## src/rtl/useq_pkg.sv

```systemverilog
package useq_pkg;

  localparam int UPC_W  = 4;
  localparam int OP_W   = 6;
  localparam int CTRL_W = 16;
  localparam int SEQ_W  = 2;
  localparam int LIVE_WORDS = 10;

  typedef enum logic [SEQ_W-1:0] {
    SQ_FETCH = 2'd0,
    SQ_TAB1  = 2'd1,
    SQ_TAB2  = 2'd2,
    SQ_NEXT  = 2'd3
  } seq_e;

  typedef struct packed {
    logic       pc_wr;
    logic       pc_wr_zero;
    logic       maddr_alu;
    logic       mem_rd;
    logic       mem_wr;
    logic       ir_wr;
    logic       wb_from_mdr;
    logic       reg_wr;
    logic       dst_rd;
    logic       opa_reg;
    logic [1:0] opb_sel;
    logic [1:0] alu_mode;
    logic [1:0] pc_src;
  } ctrl_t;

  typedef struct packed {
    ctrl_t ctl;
    seq_e  seq;
  } uword_t;

  localparam logic [OP_W-1:0] OPC_RTYPE = 6'b000000;
  localparam logic [OP_W-1:0] OPC_JUMP  = 6'b000010;
  localparam logic [OP_W-1:0] OPC_BEQ   = 6'b000100;
  localparam logic [OP_W-1:0] OPC_LOAD  = 6'b100011;
  localparam logic [OP_W-1:0] OPC_STORE = 6'b101011;

  // Micro-word for each address; unused addresses fall back to fetch.
  function automatic uword_t uword_of(input logic [UPC_W-1:0] a);
    uword_t w;
    w     = '0;
    w.seq = SQ_FETCH;
    case (a)
      4'd0: begin  // fetch, PC += 4
        w.ctl.mem_rd = 1'b1; w.ctl.ir_wr = 1'b1; w.ctl.pc_wr = 1'b1;
        w.ctl.opb_sel = 2'd1; w.seq = SQ_NEXT;
      end
      4'd1: begin  // decode, branch target precompute
        w.ctl.opb_sel = 2'd3; w.seq = SQ_TAB1;
      end
      4'd2: begin  // memory address
        w.ctl.opa_reg = 1'b1; w.ctl.opb_sel = 2'd2; w.seq = SQ_TAB2;
      end
      4'd3: begin  // load read
        w.ctl.mem_rd = 1'b1; w.ctl.maddr_alu = 1'b1; w.seq = SQ_NEXT;
      end
      4'd4: begin  // load write-back
        w.ctl.reg_wr = 1'b1; w.ctl.wb_from_mdr = 1'b1;
      end
      4'd5: begin  // store write
        w.ctl.mem_wr = 1'b1; w.ctl.maddr_alu = 1'b1;
      end
      4'd6: begin  // register-register execute
        w.ctl.opa_reg = 1'b1; w.ctl.alu_mode = 2'd2; w.seq = SQ_NEXT;
      end
      4'd7: begin  // register-register write-back
        w.ctl.reg_wr = 1'b1; w.ctl.dst_rd = 1'b1;
      end
      4'd8: begin  // branch compare
        w.ctl.opa_reg = 1'b1; w.ctl.alu_mode = 2'd1;
        w.ctl.pc_wr_zero = 1'b1; w.ctl.pc_src = 2'd1;
      end
      4'd9: begin  // jump
        w.ctl.pc_wr = 1'b1; w.ctl.pc_src = 2'd2;
      end
      default: ;
    endcase
    return w;
  endfunction

endpackage

```

## src/rtl/useq_store.sv

```systemverilog
module useq_store
  import useq_pkg::*;
#(
  parameter int AW = UPC_W
) (
  input  logic [AW-1:0] addr_i,
  output ctrl_t         ctl_o,
  output seq_e          seq_o
);
  localparam int DEPTH = 1 << AW;

  uword_t rom [DEPTH];

  for (genvar i = 0; i < DEPTH; i++) begin : g_rom
    assign rom[i] = uword_of(UPC_W'(i));
  end

  assign ctl_o = rom[addr_i].ctl;
  assign seq_o = rom[addr_i].seq;
endmodule

```

## src/rtl/useq_dispatch.sv

```systemverilog
module useq_dispatch
  import useq_pkg::*;
#(
  parameter int AW = UPC_W,
  parameter int OW = OP_W
) (
  input  logic [OW-1:0] opcode_i,
  output logic [AW-1:0] tab1_addr_o,
  output logic          tab1_hit_o,
  output logic [AW-1:0] tab2_addr_o,
  output logic          tab2_hit_o
);
  // First table: instruction class after decode.
  always_comb begin
    tab1_hit_o  = 1'b1;
    tab1_addr_o = '0;
    case (opcode_i)
      OPC_RTYPE: tab1_addr_o = AW'(6);
      OPC_JUMP:  tab1_addr_o = AW'(9);
      OPC_BEQ:   tab1_addr_o = AW'(8);
      OPC_LOAD,
      OPC_STORE: tab1_addr_o = AW'(2);
      default:   tab1_hit_o  = 1'b0;
    endcase
  end

  // Second table: load versus store after address calculation.
  always_comb begin
    tab2_hit_o  = 1'b1;
    tab2_addr_o = '0;
    case (opcode_i)
      OPC_LOAD:  tab2_addr_o = AW'(3);
      OPC_STORE: tab2_addr_o = AW'(5);
      default:   tab2_hit_o  = 1'b0;
    endcase
  end
endmodule

```

## src/rtl/useq_next.sv

```systemverilog
module useq_next
  import useq_pkg::*;
#(
  parameter int AW = UPC_W
) (
  input  logic          clk,
  input  logic          rst,
  input  logic [AW-1:0] upc_i,
  input  seq_e          seq_i,
  input  logic [AW-1:0] tab1_addr_i,
  input  logic          tab1_hit_i,
  input  logic [AW-1:0] tab2_addr_i,
  input  logic          tab2_hit_i,
  output logic [AW-1:0] nxt_o
);
  logic [AW-1:0] incr;

  assign incr = upc_i + AW'(1);

  always_comb begin
    unique case (seq_i)
      SQ_FETCH: nxt_o = '0;
      SQ_TAB1:  nxt_o = tab1_hit_i ? tab1_addr_i : '0;
      SQ_TAB2:  nxt_o = tab2_hit_i ? tab2_addr_i : '0;
      SQ_NEXT:  nxt_o = incr;
      default:  nxt_o = '0;
    endcase
  end

  // a table miss in either dispatch lands on fetch
  a_r6_miss_to_fetch: assert property (@(posedge clk) disable iff (rst)
    ((seq_i == SQ_TAB1 && !tab1_hit_i) || (seq_i == SQ_TAB2 && !tab2_hit_i))
      |-> nxt_o == '0);
endmodule

```

## src/rtl/microseq_ctrl.sv

```systemverilog
module microseq_ctrl
  import useq_pkg::*;
#(
  parameter int AW = UPC_W,
  parameter int OW = OP_W,
  parameter int CW = CTRL_W
) (
  input  logic          clk,
  input  logic          rst,
  input  logic [OW-1:0] opcode_i,
  output logic [AW-1:0] upc_o,
  output logic [CW-1:0] ctrl_o
);
  logic [AW-1:0] upc_q, upc_d;
  ctrl_t         ctl;
  seq_e          seq;
  logic [AW-1:0] t1_addr, t2_addr;
  logic          t1_hit, t2_hit;

  useq_store #(.AW(AW)) u_store (
    .addr_i (upc_q),
    .ctl_o  (ctl),
    .seq_o  (seq)
  );

  useq_dispatch #(.AW(AW), .OW(OW)) u_disp (
    .opcode_i    (opcode_i),
    .tab1_addr_o (t1_addr),
    .tab1_hit_o  (t1_hit),
    .tab2_addr_o (t2_addr),
    .tab2_hit_o  (t2_hit)
  );

  useq_next #(.AW(AW)) u_next (
    .clk         (clk),
    .rst         (rst),
    .upc_i       (upc_q),
    .seq_i       (seq),
    .tab1_addr_i (t1_addr),
    .tab1_hit_i  (t1_hit),
    .tab2_addr_i (t2_addr),
    .tab2_hit_i  (t2_hit),
    .nxt_o       (upc_d)
  );

  always_ff @(posedge clk) begin
    if (rst) upc_q <= '0;
    else     upc_q <= upc_d;
  end

  assign upc_o  = upc_q;
  assign ctrl_o = CW'(ctl);


  a_r1_reset_zero: assert property (@(posedge clk) rst |=> upc_q == '0);

  a_r2_fetch_step: assert property (@(posedge clk) disable iff (rst)
    upc_q == AW'(0) |=> upc_q == AW'(1));
  a_r2_step_3_6: assert property (@(posedge clk) disable iff (rst)
    (upc_q == AW'(3) || upc_q == AW'(6)) |=> upc_q == $past(upc_q) + AW'(1));

  a_r3_rtype_disp: assert property (@(posedge clk) disable iff (rst)
    (upc_q == AW'(1) && opcode_i == OPC_RTYPE) |=> upc_q == AW'(6));

  a_r4_load_disp: assert property (@(posedge clk) disable iff (rst)
    (upc_q == AW'(2) && opcode_i == OPC_LOAD) |=> upc_q == AW'(3));

  a_r5_return: assert property (@(posedge clk) disable iff (rst)
    (upc_q == AW'(4) || upc_q == AW'(5) || upc_q == AW'(7) ||
     upc_q == AW'(8) || upc_q == AW'(9)) |=> upc_q == '0);

  a_r8_ctrl_stable: assert property (@(posedge clk) disable iff (rst)
    $stable(upc_q) |-> $stable(ctrl_o));

  a_r9_live_range: assert property (@(posedge clk) disable iff (rst)
    upc_q < AW'(LIVE_WORDS));
endmodule

```

## config.mk

```make
export PLATFORM = sky130hd
export DESIGN_NAME = microseq_ctrl
export DESIGN_NICKNAME = d
export VERILOG_FILES = /design/src/rtl/useq_pkg.sv /design/src/rtl/useq_store.sv /design/src/rtl/useq_dispatch.sv /design/src/rtl/useq_next.sv /design/src/rtl/microseq_ctrl.sv
export SDC_FILE = /design/constraint.sdc
export NUM_CORES = 1
export LEC_CHECK = 0
export ABC_AREA = 1
export BUFFER_PORTS_ARGS = -buffer_cell sky130_fd_sc_hd__buf_2
export CORE_AREA = 5 5 42 44
export CTS_CLUSTER_SIZE = 8
export DETAILED_ROUTE_END_ITERATION = 16
export DIE_AREA = 0 0 47 49
export PLACE_DENSITY = 0.72
export SETUP_SLACK_MARGIN = 0.05
export SLEW_MARGIN = 20
export SYNTH_ARGS = -nofsm -noshare
export SYNTH_HDL_FRONTEND = slang
export SYNTH_SLANG_ARGS = --single-unit
```

## constraint.sdc

```tcl
create_clock -name clk -period 1.9 [get_ports clk]
set_clock_uncertainty 0.2 [all_clocks]
set_input_delay 0.57 -clock clk [delete_from_list [all_inputs] [get_ports clk]]
set_output_delay 0.57 -clock clk [all_outputs]
set_load 0.01 [all_outputs]
```

Word-level counts from Yosys, hierarchy flattened
Memories as Yosys holds them, arrays and structs flattened.
Index checks and enable logic that the tools add are counted.
{"block": "word_totals", "ff_bits": 4, "romBits": 288, "inputBits": 8, "out_inout_bits": 20, "memories": 1}
{"name": "(name not given)", "depth": 16, "width": 18, "read_ports": 1, "rd_clocked_by_memory_dff": 0, "write_ports": 0, "line_no": "useq_store.sv:18", "rtl": "assign ctl_o = rom[addr_i].ctl;"}
{"block": "op_classes", "addsub": 1, "magnitude_cmp": 1, "n_eq_ne": 7, "muxes": 9, "bitwise_logic": 1, "n_reduce_logical": 4}
{"operator": "$mux 18", "count": 2}
{"operator": "$pmux 4 s4", "count": 2}
{"operator": "$eq 6x6->1 const B", "count": 2}
{"operator": "$eq 6x2->1 const B", "count": 1}
{"operator": "$eq 6x3->1 const B", "count": 1}
{"operator": "$logic_not 6->1", "count": 1}
{"operator": "$pmux 3 s2", "count": 1}
{"operator": "$ge 5x5->1 const B", "count": 1}
{"operator": "$not 4->5", "count": 1}
{"operator": "$reduce_or 5->1", "count": 1}
{"operator": "$add 4x1->4 const B", "count": 1}
{"operator": "$eq 2x2->1 const B", "count": 2}
{"operator": "$mux 4", "count": 1}
{"operator": "$mux 3", "count": 1}
{"operator": "$eq 2x1->1 const B", "count": 1}
{"operator": "$logic_not 2->1", "count": 1}
{"operator": "$mux 1", "count": 2}
{"operator": "$reduce_or 2->1", "count": 1}

Longest topological paths before layout
Gate-level depths: netlist of run 1.
{"block": "logic_depth", "depth_word": 6, "ltp_mapped": 10}

Cells and area by module
A second synthesis of run 1 with hierarchy kept.
{"block": "unflattened", "cells_unflattened": 121, "area_unflattened_um2": 651.9}
{"mod": "useq_store", "instances": 1, "cells_each": 44, "area_each_um2": 254.0, "seq_area_each_um2": 0.0}
{"mod": "useq_next", "instances": 1, "cells_each": 35, "area_each_um2": 158.9, "seq_area_each_um2": 0.0}
{"mod": "useq_dispatch", "instances": 1, "cells_each": 30, "area_each_um2": 128.9, "seq_area_each_um2": 0.0}
{"mod": "microseq_ctrl", "instances": 1, "cells_each": 12, "area_each_um2": 110.1, "seq_area_each_um2": 80.1}

Worst setup path after synthesis of run 1
OpenSTA, ideal clock, no wires.
{"block": "synth_path", "path_type": "register to output", "from": "register upc_q[1], in the netlist upc_o[1]", "to": "output port ctrl_o[13]", "arrival_time_ps": 1124, "setup_slack_ps": 6, "path_stages_with_launch": 6, "n_path_buf": 0, "path_cell_list": "dfxtp_1 -> inv_1 -> ha_1 -> inv_1 -> nor2_1 -> a31o_2"}
{"block": "synth_via", "elab_chain_len": 4}
{"element": "from (decl)", "line_no": "microseq_ctrl.sv:14", "rtl": "logic [AW-1:0] upc_q, upc_d;"}
{"element": "from (signal assigned)", "line_no": "microseq_ctrl.sv:48", "rtl": "else upc_q <= upc_d;"}
{"element": "$not 4->5 (implied by the code)", "line_no": "useq_store.sv:18"}
{"element": "$mem_v2 16x18"}
{"element": "$mux 18 (implied by the code) (2 in series)", "line_no": "useq_store.sv:18"}
{"element": "to (decl)", "line_no": "microseq_ctrl.sv:12", "rtl": "output logic [CW-1:0] ctrl_o"}
No other way between the ends. The select of a mux whose other input is x is not followed.

Final worst setup path of run 1
Same ends and word-level chain as after synthesis.

==> results of run 1 <==
through the flow:
step	setup TNS [ns]	worst slack (ns)	hold slack, ns
after detailed placement	0	0.0255	0.334
after floorplan	0	0.102	0.319
after CTS	-0.361	-0.0895	0.295
final	-0.409	-0.106	0.301
after global placement	0	0.0648	0.321
after global routing	-0.954	-0.162	0.303
report_power, final:
group	switching, mW	internal, mW
clock	0.0289	0.0702
combinational	0.536	0.456
sequential	0.0501	0.124
path summary, 6_finish.rpt:
| check | startpoint | endpoint | slack [ns] | cells after the start |
|---|---|---|---|---|
| max | upc_o[1] | ctrl_o[13] | -0.11 | 4 |
| min | rst | upc_o[3] | 0.30 | 2 |
| min reg2reg | upc_o[3] | upc_o[1] | 0.49 | 5 |
| max reg2reg | upc_o[0] | upc_o[0] | 0.32 | 9 |
cells in the final DEF (no fill, tap or decap):
master / instances
a31o_2: 1
buf_2: 23
a21oi_1: 1
clkbuf_4: 3
nor2_2: 6
ha_1: 3
inv_1: 11
nor2_1: 13
nor2_4: 1
inv_6: 1
nand3_1: 9
ha_4: 4
nand2_1: 18
inv_2: 2
buf_6: 5
nand2_4: 2
nand2_2: 2
o22ai_1: 1
o21ai_0: 1
nand3_2: 2
buf_4: 9
nand4_1: 2
inv_4: 4
dfxtp_4: 4
per-layer routing:
metal	routed length, um	global-route usage
met1	620	0.151
met2	873	0.274
met4	58	0.0783
met5	0	0
met3	72	0.0295
repair_timing:
item                       CTS  global route
pin swaps                    9             2
hold buffers                 0             0
resized for setup           27             7
setup buffers                6             1
setup endpoints to repair   16            16
area by class of cell:
cell class              count  area (sq um)
flip-flops and latches      4          95.1
multi-input cells          66           440
inverters                  18          82.6
repair buffers             37           239
fillers                   119           502
well taps                  16          20.0
clock buffers               3          22.5
worst max-delay path, delay by kind of cell (launching register included):
family | cells | cell delay, ns
AO/OA/AOI/OAI | 1 | 0.25
adder cells (fa/ha/maj) | 1 | 0.16
buffers and inverters | 2 | 0.25
flip-flops | 1 | 0.34
logic make-up after synthesis:
logic type,count (synthesis)
AND/OR/NAND/NOR,55
buffers and inverters,20
adder cells (fa/ha/maj),7
AO/OA/AOI/OAI,4
flip-flops,4
==> results.yml, run 1 <==
cts:
  clk_pin_slew_ns: 0.04
  h-tree-depth: 1
  insertion_delay_ns: 0.23
  cts_tree: "built"
  cts_buffer_depth: 2
  root_buffer: "clkbuf_4"
  cts_inserted_buffers: 3
  clock_sinks: 4
synth:
  ys_seq_elements: 4
  synth-compound-area-share: 0.0467
  postSynthAreaPerCell_sq_um: 5.95
  yosys.area.top_type_share: 0.164
  asyncSetResetFlopFracSynth: 0
  yosysMostFrequentCell: "nand2_1"
  yosys.area_share.simple: 0.486
  synth_xor_area_frac: 0
  syn_nets: 105
  synth_seq_area_share: 0.150
  yosysTopAreaCell: "ha_1"
  synth_top_family_by_area: "simple AND/OR/NAND/NOR gates"
  synthTopCellsByCount: "20 x nand2_1, 16 x inv_1, 16 x nor2_1, 9 x nand3_1, 7 x ha_1"
  synth_edf_count: 0
  synth_area_sq_um: 536
  yosys_most_used_dff: "dfxtp_1"
  muxShareOfSynthArea: 0
  ys.warnings.count: 0
  ys_types: 16
  synth_area_leaders: "ha_1 16%, dfxtp_1 15%, nand2_1 14%, inv_1 11%, nor2_1 11%"
  synth_cells: 90
  synth_fa_ha_area_frac: 0.164
pwr:
  p_per_area_nw_per_um2: 1410
  peakVddDrop_uv: 858
  p_leak_nw: 0.519
  finalPower_mw: 1.27
timing:
  rsz0062_at_grt: "yes"
  hold_viol: 0
  period_minus_slack_ns: 2.01
  slew_viol_final: 0
  fin_crit_sh: 1.06
  worst_slack_ns: -0.106
  tightest_slew_ns: 0.206
  max_freq_mhz: 499
  setup_violations: 7
  relSlewSlack: 0.862
placement:
  portBuffers: 27
  routabilityCongestion: 0.814
  dp.cells: 134
  hpwl_um: 1130
  dpl_cell_area_sq_um: 703
outcome:
  violations: "setup timing"
  status: "complete, but fails checks"
global_route:
  grt-ovfl-total: 0
  antenna_found_initial: 0
  grt_max_degree: 6
  grt_pass1_vias: 697
  grt_usage: 0.151
  grt_pass1_wl_um: 2680
setup_path:
  worstSetupPathType: "reg -> out"
  endpoint_kind: "output pin"
  path_common_cell: "buf_6"
  critPathLaunchType: "register"
  cpPeakStageDelay_ns: 0.34
  slowest_stage: "dfxtp_4"
  worstPathRequired_ns: 1.13
  cp.arrival_ns: 1.24
  cp_cell_sequence: "buf_6, ha_4, a31o_2, buf_6"
  critPathMaxFanout: 4
finish:
  final_util: 0.642
  drive_gt1_frac: 0.539
  syn2layout_area_growth_pct: 68.0
  final_nets: 145
  finalNonFillerCells: 144
  final_cell_area_sq_um: 900
  diodes: 0
  largest_register_ffs: 4
routing:
  avgViaCountPerCell: 4.82
  dr.pass1.iters: 4
  wl_um: 1630
  drtIter0Drc: 11
  drc: 0
  via_count: 694
  drtAntennaViolNets: 0
  wl_per_cell_um: 11.3
floorplanning:
  core-area_sq_um: 1400
  rows: 14
  die_area_sq_um: 2300
  die_height_um: 49
  dieWidth_um: 47
  ioPinCount: 28
  initial_utilization: 0.382
flow_run:
  maxCapViolations: 0
min_path:
  hp-class: "in -> reg"
Power figures use the tool's default switching activity.
==> inputs of run 2 (changes only) <==
==> constraint.sdc (replaced) <==
create_clock -name clk -period 1.9 [get_ports clk]
set_clock_uncertainty 0.2 [all_clocks]
set_input_delay 0.19 -clock clk [delete_from_list [all_inputs] [get_ports clk]]
set_output_delay 0.19 -clock clk [all_outputs]
set_load 0.01 [all_outputs]
==> results.yml, run 2 (synthesized netlist as in run 1, its figures left out) <==
global_route:
  grt_util_met1: 0.143
  use_met3: 0.0148
  grt_usage: 0.118
  grt_max_degree: 8
  busiest_layer: "met2"
  grt_pass1_wl_um: 2130
  grt-ovfl-total: 0
  grt_pass1_vias: 547
  antenna_found_initial: 0
  use_met2: 0.204
cts:
  clk_pin_slew_ns: 0.04
  cts_inserted_buffers: 3
  h-tree-depth: 1
  cts_tree: "built"
  clock_sinks: 4
  post_cts_buffers: 0
  root_buffer: "clkbuf_4"
  insertion_delay_ns: 0.23
  cts_buffer_depth: 2
setup_path:
  cp.arrival_ns: 1.35
  timing.rr.start: "upc_o[0]"
  ff2ff_path_depth: 10
  cpPeakStageDelay_ns: 0.44
  worstPathRequired_ns: 1.51
  critPathMaxFanout: 6
  endpoint_kind: "output pin"
  slowest_stage: "dfxtp_1"
  r2r_setup_slack_ns: 0.34
  r2r_end: "upc_o[2]"
  crit_buf_inv: 2
  critPathLaunchType: "register"
  worstSetupPathType: "reg -> out"
  cp_cell_sequence: "inv_2, nand2_1, nor2_1, a31o_2, buf_2"
  cp_top_family: "flip-flops"
  cp.depth: 5
  cp-endpoint: "ctrl_o[13]"
  crit_start: "upc_o[3]"
floorplanning:
  dieWidth_um: 47
  initial_utilization: 0.382
  rows: 14
  core-area_sq_um: 1400
  die_height_um: 49
  die_area_sq_um: 2300
  ioPinCount: 28
finish:
  final_cell_mix: "27 x buf_2, 20 x nand2_1, 16 x inv_1, 16 x nor2_1, 9 x nand3_1"
  final_common_cell: "buf_2"
  multi_input_area_sq_um: 373
  final_nets: 136
  final_util: 0.509
  diodes: 0
  largest_register_ffs: 4
  syn2layout_area_growth_pct: 33.2
  finalNonFillerCells: 135
  nFillCells: 160
  ff_latch_area_sq_um: 85.1
  drive_gt1_frac: 0.361
timing:
  tightest_slew_ns: 0.245
  setup_violations: 0
  fin_crit_sh: 0.916
  hold_viol: 0
  hold_slack_ns: 0.138
  max_freq_mhz: 574
  rsz0062_at_grt: "no"
  tns_ns: 0
  relSlewSlack: 0.837
  period_minus_slack_ns: 1.74
  slew_viol_final: 0
flow_run:
  maxCapViolations: 0
placement:
  hpwl_um: 1100
  portBuffers: 27
  routabilityCongestion: 0.790
  dp.cells: 131
routing:
  drtAntennaViolNets: 0
  via_count: 625
  drtIter0Drc: 4
  wl_per_cell_um: 9.22
  dr.pass1.iters: 4
  drc: 0
  avgViaCountPerCell: 4.63
  wl_um: 1250
pwr:
  peakVddDrop_uv: 857
  finalPower_uw: 932
  p_leak_nw: 0.477
  p_per_area_nw_per_um2: 1310
outcome:
  status: "finished clean"
min_path:
  min_path_cells: 6
  hp-class: "in -> reg"
==> run 2: cell types whose count changed in the layout (fill, tap and decap cells not counted), moves of 3 or more <==
cell	previous run	this run
buf_6	5	0
buf_4	9	0
dfxtp_4	4	1
ha_1	3	7
inv_4	4	0
buf_2	23	27
inv_1	11	16
nor2_1	13	16
ha_4	4	0
==> run 2: where the power goes <==
group	leakage [nW]	internal (mW)	total [mW]	switching, mW
Clock	0.0138	0.0704	0.102	0.0313
Sequential	0.0336	0.120	0.161	0.0411
Combinational	0.429	0.274	0.669	0.396
Total	0.477	0.464	0.932	0.468
==> run 2: timing repair <==
item	CTS	global route
gates resized for setup	1	2
setup endpoints to repair	1	4
cloned	0	0
hold buffers	1	0
endpoints found under the hold margin	1	0
==> run 2: tightest hold or removal path, delay by kind of cell <==
family,cells,cell delay (ns)
simple gates,4,0.21
buf+inv,2,0.13
==> run 2: stage by stage <==
step / area [sq um] / setup slack [ns]
2_1_floorplan: 536 / 0.321
3_3_place_gp: 676 / 0.302
3_5_place_dp: 676 / 0.253
4_1_cts: 709 / 0.0731
5_1_grt: 713 / 0.0574
6_report: 713 / 0.159
==> run 2: how the worst min path moves through the flow <==
| stage | start | end | slack [ns] |
|---|---|---|---|
| 5_1_grt | opcode_i[3] | upc_o[1] | 0.18 |
| 3_3_place_gp | rst | upc_o[3] | 0.16 |
| 2_1_floorplan | rst | upc_o[3] | 0.06 |
| 6_report | opcode_i[3] | upc_o[1] | 0.14 |
| 4_1_cts | opcode_i[3] | upc_o[1] | 0.15 |
| 3_5_place_dp | rst | upc_o[3] | 0.16 |
==> run 2: final cells by class <==
cell class,instances,share of cell area
flip-flops and latches,4,0.119
well taps,16,0.0281
clock buffers,3,0.0316
inverters,18,0.0947
multi-input cells,66,0.523
repair buffers,28,0.204
==> run 2: metal layers <==
metal / up-vias / share of wire / wire (um)
li1: 333 / - / -
met5: - / 0 / 0
met1: 276 / 0.43 / 535
met2: 16 / 0.49 / 610
met3: 0 / 0.080 / 100
met4: 0 / 0 / 0
